===== src/rtl/flag_alu_pkg.sv =====
package flag_alu_pkg;

  typedef enum logic [2:0] {
    OP_ADD = 3'd0,
    OP_SUB = 3'd1,
    OP_AND = 3'd2,
    OP_OR  = 3'd3,
    OP_XOR = 3'd4,
    OP_NOT = 3'd5,
    OP_INC = 3'd6,
    OP_DEC = 3'd7
  } op_e;

  localparam int FLAG_W = 16;
  localparam int BIT_C = 0;
  localparam int BIT_P = 2;
  localparam int BIT_A = 4;
  localparam int BIT_Z = 6;
  localparam int BIT_N = 7;
  localparam int BIT_V = 11;
  localparam logic [FLAG_W-1:0] FLAG_MASK =
    (FLAG_W'(1) << BIT_C) | (FLAG_W'(1) << BIT_P) | (FLAG_W'(1) << BIT_A) |
    (FLAG_W'(1) << BIT_Z) | (FLAG_W'(1) << BIT_N) | (FLAG_W'(1) << BIT_V);

  // strobes from control to datapath
  typedef struct packed {
    logic       aluWrite;
    logic       flagWrite;
    logic       doSub;
    logic       useOne;
    logic       doLogic;
    logic [1:0] logicSel;  // 0 and, 1 or, 2 xor, 3 not
  } ctrl_t;

endpackage


===== src/rtl/alu_ctrl.sv =====
module alu_ctrl
  import flag_alu_pkg::*;
(
  input  logic       inValid,
  input  logic [2:0] opSel,
  input  logic       flagLoad,
  output ctrl_t      ctl
);
  always_comb begin
    ctl           = '0;
    ctl.aluWrite  = inValid;
    ctl.flagWrite = flagLoad;
    unique case (op_e'(opSel))
      OP_ADD: ;
      OP_SUB: ctl.doSub = 1'b1;
      OP_INC: ctl.useOne = 1'b1;
      OP_DEC: begin ctl.doSub = 1'b1; ctl.useOne = 1'b1; end
      OP_AND: begin ctl.doLogic = 1'b1; ctl.logicSel = 2'd0; end
      OP_OR:  begin ctl.doLogic = 1'b1; ctl.logicSel = 2'd1; end
      OP_XOR: begin ctl.doLogic = 1'b1; ctl.logicSel = 2'd2; end
      OP_NOT: begin ctl.doLogic = 1'b1; ctl.logicSel = 2'd3; end
      default: ;
    endcase
  end
endmodule


===== src/rtl/alu_dp.sv =====
module alu_dp
  import flag_alu_pkg::*;
#(
  parameter int W = 32
) (
  input  logic              clk,
  input  logic              rstN,
  input  ctrl_t             ctl,
  input  logic [W-1:0]      opA,
  input  logic [W-1:0]      opB,
  input  logic [FLAG_W-1:0] loadData,
  output logic [W-1:0]      result,
  output logic [FLAG_W-1:0] flags,
  output logic              outValid
);
  localparam int MSB = W - 1;

  logic [W-1:0]      bEff;
  logic [W:0]        wide;
  logic [4:0]        nib;
  logic [W-1:0]      logicRes;
  logic [W-1:0]      resNext;
  logic              ovf;
  logic [FLAG_W-1:0] flagsNext;

  always_comb begin
    bEff = ctl.useOne ? W'(1) : opB;
    if (ctl.doSub) begin
      wide = {1'b0, opA} - {1'b0, bEff};
      nib  = {1'b0, opA[3:0]} - {1'b0, bEff[3:0]};
      ovf  = (opA[MSB] != bEff[MSB]) && (wide[MSB] != opA[MSB]);
    end else begin
      wide = {1'b0, opA} + {1'b0, bEff};
      nib  = {1'b0, opA[3:0]} + {1'b0, bEff[3:0]};
      ovf  = (opA[MSB] == bEff[MSB]) && (wide[MSB] != opA[MSB]);
    end
    case (ctl.logicSel)
      2'd0:    logicRes = opA & opB;
      2'd1:    logicRes = opA | opB;
      2'd2:    logicRes = opA ^ opB;
      default: logicRes = ~opA;
    endcase
    resNext = ctl.doLogic ? logicRes : wide[MSB:0];

    flagsNext        = '0;
    flagsNext[BIT_C] = ~ctl.doLogic & wide[W];
    flagsNext[BIT_A] = ~ctl.doLogic & nib[4];
    flagsNext[BIT_V] = ~ctl.doLogic & ovf;
    flagsNext[BIT_N] = resNext[MSB];
    flagsNext[BIT_Z] = (resNext == '0);
    flagsNext[BIT_P] = ~^resNext[7:0];
  end

  always_ff @(posedge clk or negedge rstN) begin
    if (!rstN) begin
      result   <= '0;
      flags    <= '0;
      outValid <= 1'b0;
    end else begin
      outValid <= ctl.aluWrite;
      if (ctl.aluWrite) result <= resNext;
      if (ctl.flagWrite)     flags <= loadData & FLAG_MASK;
      else if (ctl.aluWrite) flags <= flagsNext;
    end
  end
endmodule


===== src/rtl/flag_alu.sv =====
module flag_alu
  import flag_alu_pkg::*;
#(
  parameter int W = 32
) (
  input  logic              clk,
  input  logic              rstN,
  input  logic              inValid,
  input  logic [2:0]        opSel,
  input  logic [W-1:0]      opA,
  input  logic [W-1:0]      opB,
  input  logic              flagLoad,
  input  logic [FLAG_W-1:0] flagLoadData,
  output logic [W-1:0]      result,
  output logic [FLAG_W-1:0] flags,
  output logic              outValid
);
  ctrl_t ctl;

  alu_ctrl u_ctrl (
    .inValid (inValid),
    .opSel   (opSel),
    .flagLoad(flagLoad),
    .ctl     (ctl)
  );

  alu_dp #(.W(W)) u_dp (
    .clk     (clk),
    .rstN    (rstN),
    .ctl     (ctl),
    .opA     (opA),
    .opB     (opB),
    .loadData(flagLoadData),
    .result  (result),
    .flags   (flags),
    .outValid(outValid)
  );
endmodule


===== config.mk =====
export PLATFORM = sky130hd
export DESIGN_NAME = flag_alu
export DESIGN_NICKNAME = d
export VERILOG_FILES = /design/src/rtl/flag_alu_pkg.sv /design/src/rtl/alu_ctrl.sv /design/src/rtl/alu_dp.sv /design/src/rtl/flag_alu.sv
export SDC_FILE = /design/constraint.sdc
export NUM_CORES = 1
export LEC_CHECK = 0
export ABC_AREA = 1
export BUFFER_PORTS_ARGS = -buffer_cell sky130_fd_sc_hd__buf_2
export CAP_MARGIN = 15
export CORE_MARGIN = 2
export CORE_UTILIZATION = 45
export CTS_BUF_LIST = sky130_fd_sc_hd__clkbuf_16
export DETAILED_ROUTE_END_ITERATION = 16
export PLACE_DENSITY = 0.68
export SLEW_MARGIN = 20
export SYNTH_ARGS = -nofsm -noshare
export SYNTH_HDL_FRONTEND = slang
export SYNTH_SLANG_ARGS = --single-unit

===== constraint.sdc =====
create_clock -name clk -period 1.55 [get_ports clk]
set_input_delay 0.31 -clock clk [delete_from_list [all_inputs] [get_ports clk]]
set_output_delay 0.31 -clock clk [all_outputs]
set_load 0.01 [all_outputs]

# --- After elaboration in Yosys (flattened, before gate mapping) ---
# Cells that the tools add are included.
word_totals:
  ff_bits: 49
  out_inout_bits: 49
  inputBits: 87
op_classes:
  muxes: 11
  n_addsub: 4
  n_reduce_logical: 8
  bitwise: 8
  eq_ne: 13
ops:
  columns: ["operator", "count"]
  rows:
  - ["one-hot mux 32 bit (3 select lines)", 1]
  - ["2-to-1 mux 32 bit", 2]
  - ["adder 32 x 32 -> 33 bit", 1]
  - ["2-to-1 mux 33 bit", 1]
  - ["subtractor 32 x 32 -> 33 bit", 1]
  - ["bitwise AND 32 bit", 1]
  - ["zero test 32 bit", 1]
  - ["2-to-1 mux 16 bit", 2]
  - ["NOT 32 bit", 1]
  - ["bitwise OR 32 bit", 1]
  - ["bitwise XOR 32 bit", 1]
  - ["equality test 3 bit, second input constant", 4]
  - ["one-hot mux 3 bit (4 select lines)", 1]
  - ["XNOR reduction 8 bit", 1]
  - ["equality test 3 x 2 -> 1 bit, second input constant", 2]
  - ["adder 4 x 4 -> 5 bit", 1]
  - ["2-to-1 mux 5 bit", 1]
  - ["subtractor 4 x 4 -> 5 bit", 1]
  - ["OR reduction 2 bit", 2]
  - ["bitwise AND 1 bit", 3]
  - ["equality test 3 x 1 -> 1 bit, second input constant", 1]
  - ["2-to-1 mux 1 bit", 3]
  - ["inequality test 1 bit", 3]
  - ["equality test 2 x 1 -> 1 bit, second input constant", 1]
  - ["6 further kinds", 7]

# --- Depth between registers and ports, before layout ---
depth:
  word_depth: 11
  ltp_mapped: 26
  mapped_depth_nobuf: 24

# --- Cells and area by module ---
# Synthesis repeated with hierarchy kept, for this count alone.
hier_totals:
  hier_cells: 1512
  area_unflattened_um2: 8557.0
modules_own_cells:
  columns: ["mod", "area_per_inst_um2", "cells_per_inst", "instances", "seq_area_each_um2"]
  rows:
  - ["alu_dp", 8481.9, 1496, 1, 975.9]
  - ["alu_ctrl", 75.1, 16, 1, 0.0]

# --- Least setup slack after synthesis ---
# OpenSTA, ideal clock, no wires.
synth_timing:
  path_kind: "input-to-reg"
  from: "in opSel[1]"
  to: "reg u_dp.flags[6]"
  arrival_time_ns: 2.947
  setup_time_ns: 0.075
  required_time_ns: 1.475
  cell_stages: 21
  slack_ns: -1.472
  path_buffers: 0
  path_cell_list: "ha_1 -> nor2_1 -> inv_1 -> ha_1 -> fa_1 -> nand2_1 -> nand2_1 -> nand3_1 -> nand2_1 -> xor2_1 -> nand2_1 -> a32o_1 -> ha_1 -> nand2_1 -> nor4_1 -> nand2_1 -> nor2_1 -> nand3_1 -> nor2_1 -> nand3_1 -> o21bai_2"
synth_via:
  elab_chain_cells: 10
synth_rtl:
  columns: ["item", "line_no", "source"]
  rows:
  - ["from (decl)", "flag_alu.sv:9", "input logic [2:0] opSel,"]
  - ["equality test 3 bit", "alu_ctrl.sv:13", "unique case (op_e'(opSel))"]
  - ["OR reduction 2 bit (no source line)", null, null]
  - ["2-to-1 mux 1 bit", "alu_ctrl.sv:13", null]
  - ["2-to-1 mux 32 bit", "alu_dp.sv:27", "bEff = ctl.useOne ? W'(1) : opB;"]
  - ["adder 32 x 32 -> 33 bit or subtractor 32 x 32 -> 33 bit (tied branches)", "alu_dp.sv:33, alu_dp.sv:29", null]
  - ["2-to-1 mux 33 bit", "alu_dp.sv:28", "if (ctl.doSub) begin"]
  - ["2-to-1 mux 32 bit (*)", "alu_dp.sv:43", "resNext = ctl.doLogic ? logicRes : wide[MSB:0];"]
  - ["zero test 32 bit (*)", "alu_dp.sv:50", "flagsNext[BIT_Z] = (resNext == '0);"]
  - ["2-to-1 mux 16 bit (*)", "alu_dp.sv:63", "else if (ctl.aluWrite) flags <= flagsNext;"]
  - ["2-to-1 mux 16 bit (*)", "alu_dp.sv:62", "if (ctl.flagWrite) flags <= loadData & FLAG_MASK;"]
  - ["to (signal assigned)", "alu_dp.sv:62", null]
  - ["to (signal assigned)", "alu_dp.sv:63", null]
  - ["to (decl)", "alu_dp.sv:13", "output logic [FLAG_W-1:0] flags,"]
# Mark *: on every way between the ends. The rest lies on a longest branch, timed or not. The select of a mux whose other input is x is not followed.
# A chain may end at the register's enable or synchronous reset.

# --- Worst setup path after layout ---
# Same ends and word-level chain as after synthesis.

==> results.toml <==
[status]
outcome = "finished, violations left"
failed_checks = "negative setup slack"

[clocking]
cts_buffers = 5
clock_latency_ps = 300
tritoncts = "yes"
cts.sink_count = 39
cts_max_path_buffers = 2
cts_root_buf = "clkbuf_16"
cts.clk_slew.worst_paths_ps = 80
htreeDepth = 2

[worst_setup_path]
end_kind = "flop"
r2r-end = "u_dp.flags[6]$_DFFE_PN0P_"
crit_path_top_delay_cell = "fa_2"
crit_path_end = "u_dp.flags[6]$_DFFE_PN0P_"
crit_type = "input pin to flop"
cp.arrival_ps = 3180
r2r_start = "u_dp.flags[6]$_DFFE_PN0P_"
worstPathRequired_ps = 1780
startpoint = "opSel[1]"
cp_slowest_stage_delay_ps = 400
cpMostUsedCell = "nand3_2"
rr_worst_depth = 2
ff2ff_setup_slack_ps = 590
cp_max_fo = 6
setup.worst_path.start_class = "input pin"

[synthesis]
ys_ff_latch = 39
synth_warnings = 0
syn_avg_cell_area_um2 = 5.50
synth_flop_cell = "dfrtp_1"
yosysTopAreaCell = "nand2_1"
yosys-top-cells-area = "nand2_1 (22%), ha_1 (20%), inv_1 (13%)"
synth-edff-count = 0
synth_area_um2 = 9070
seq_area_frac_synth_pct = 10.8
synth_top_area_share_pct = 22.4
synthCells = 1647
synth_cell_types = 45
ys_async_sr_fraction_pct = 100

[timing]
fmax_ghz = 0.339
fin_crit_sh_pct = 190
setup_viol = 38
final.min_clock_period_ps = 2950
drv_slew = 0
rsz0062_at_grt = "true"
fin_ws_ps = -1400
finalHoldViolCount = 0
fin_skew_ps = 0

[place]
port_buffers = 115
dp.cells = 2348
placed_area_um2 = 12900
dp_hpwl_um = 30300
gp_congestion = 1.03

[power_and_ir_drop]
p_sw_share_pct = 47.2
p_leak_nw = 8.42
seq_power_share_pct = 14.3
switching_power_mw = 4.28
power_density_nw_per_um2 = 593
peakVddDrop_mv = 0.614
p_int_mw = 4.78
comb_power_share_pct = 72.9
clock_power_share_pct = 12.8

[worst_hold_path]
hold_path_class = "input pin to flop"

[die]
die_y_um = 146
dieArea_um2 = 21300
coreArea_um2 = 19600
die_w_um = 146
ioPinCount = 136
num_rows = 51
start_util_pct = 46.3

[drt]
first_pass_iters = 6
drc_errors = 0
wl_um = 39300
drtIter0Drc = 946
postRouteAntennaNets = 0
vias = 12400
drt-vias-per-instance = 5.14
wl_per_cell_um = 16.3

[global_route]
grt_pass1_vias = 11900
antenna_found_initial = 1
grt_pass1_wl_um = 60200
grt_max_degree = 40
track_usage_pct = 34.9
gr-total-overflow = 0

[layout]
fin_area_um2 = 15300
diodes = 0
final_layout_size_suffix_gt1_share_pct = 45.1
fin_nets = 2373
instances_no_fill = 2406
syn2layout_area_growth_pct = 68.4

[flow_run]
maxCapViolations = 0
==> cell families after synthesis <==
group | count (synthesis) | synth area share (%)
simple gates | 878 | 39.0
flops | 39 | 10.8
xor+xnor | 9 | 0.869
buf+inv | 369 | 16.1
fa+ha+maj | 146 | 20.3
compound gates | 205 | 13.0
other cells | 1 | 0.0414
==> layout by cell type, fill, tap and decap left out, types with 3 or more instances in the layout <==
cell	instances
a21oi_1	33
a21oi_2	27
a22oi_1	3
a31oi_1	15
buf_12	7
buf_2	113
buf_4	376
buf_6	32
clkbuf_16	5
clkinv_4	3
conb_1	10
dfrtp_1	39
ha_1	101
ha_2	4
ha_4	39
inv_1	267
inv_2	40
inv_4	4
nand2_1	426
nand2_2	93
nand2_4	25
nand3_1	55
nand3_2	45
nand3_4	5
nand4_1	16
nor2_1	109
nor2_2	51
nor2_4	36
nor3_4	4
o211ai_1	17
o21ai_0	26
o21ai_1	31
o21ai_2	22
o21ai_4	4
o21bai_1	6
xor2_1	6
==> critical path, delay by kind of cell <==
kind | cells | cell delay (ps)
buffers and inverters | 6 | 710
adder cells (fa/ha/maj) | 3 | 740
AND/OR/NAND/NOR | 15 | 1250
AO/OA/AOI/OAI | 1 | 140
==> power by group through the flow <==
stage | combinational, mW | clock (mW) | sequential (mW)
after floorplan | 2.63 | 0 | 1.40
after global placement | 5.12 | 0 | 1.31
after detailed placement | 5.19 | 0 | 1.31
after CTS | 6.00 | 1.15 | 1.29
after global routing | 7.13 | 1.20 | 1.32
final | 6.60 | 1.16 | 1.29
==> routing by layer <==
layer  GRT usage, %  up-vias  share of wire, %
met4           8.58        2               2.9
met3           4.17       96               6.6
met2           60.0      473                47
met1           46.5     5724                43
met5              0        -             0.033
li1               -     6082                 -
==> synthesized netlist by cell type (all sizes together) (3+ instances only) <==
cell	n
o21bai	10
nor3	8
buf	36
inv	314
o21ai	83
nand2	545
nand3	105
a31oi	19
dfrtp	39
ha	144
nor2	196
nand4	16
o211ai	17
clkbuf	18
a22oi	3
a21oi	62
xor2	7
==> layout make-up <==
type | count | area, µm²
well taps | 265 | 332
fillers | 1556 | 4320
inverters | 315 | 1210
repair buffers | 531 | 3930
clock buffers | 5 | 125
flip-flops and latches | 39 | 976
clock inverters | 3 | 25.0
multi-input cells | 1248 | 8670
==> flip-flops by register name, summed over array words and instances (netlist names) <==
register	count
u_dp.outValid	1
u_dp.result	32
u_dp.flags	6
==> timing repair <==
action | CTS | global route
hold buffers | 1 | 0
hold endpoints to repair | 10 | 0
pin swaps | 90 | 90
buffers inserted | 32 | 24
cloned | 1 | 0
gates resized for setup | 311 | 188
setup endpoints to repair | 38 | 38
==> through the flow <==
| stage | setup TNS, ps | util [%] | hold WS [ps] | power [mW] | setup WS, ps |
|---|---|---|---|---|---|
| 2_1_floorplan | -27400 | - | 14.4 | 4.03 | -1210 |
| 3_3_place_gp | -49220 | 66.0 | 302 | 6.43 | -2020 |
| 3_5_place_dp | -50920 | 66.0 | 305 | 6.50 | -1990 |
| 4_1_cts | -33520 | 74.0 | 231 | 8.44 | -1340 |
| 5_1_grt | -39820 | 77.9 | 279 | 9.65 | -1580 |
| 6_report | -34920 | 77.9 | 232 | 9.06 | -1400 |
==> worst min-delay path by stage <==
stage               slack, ps        startpoint                          end  depth (start not counted)
floorplan                  10              rstN    u_dp.flags[0]$_DFFE_PN0P_                          0
global placement          300              rstN  u_dp.result[30]$_DFFE_PN0P_                          2
detailed placement        300              rstN  u_dp.result[26]$_DFFE_PN0P_                          2
CTS                       230  flagLoadData[11]   u_dp.flags[11]$_DFFE_PN0P_                          3
global route              280  flagLoadData[11]   u_dp.flags[11]$_DFFE_PN0P_                          3
finish                    230  flagLoadData[11]   u_dp.flags[11]$_DFFE_PN0P_                          3
No activity file was read; power rests on OpenSTA's default activity.
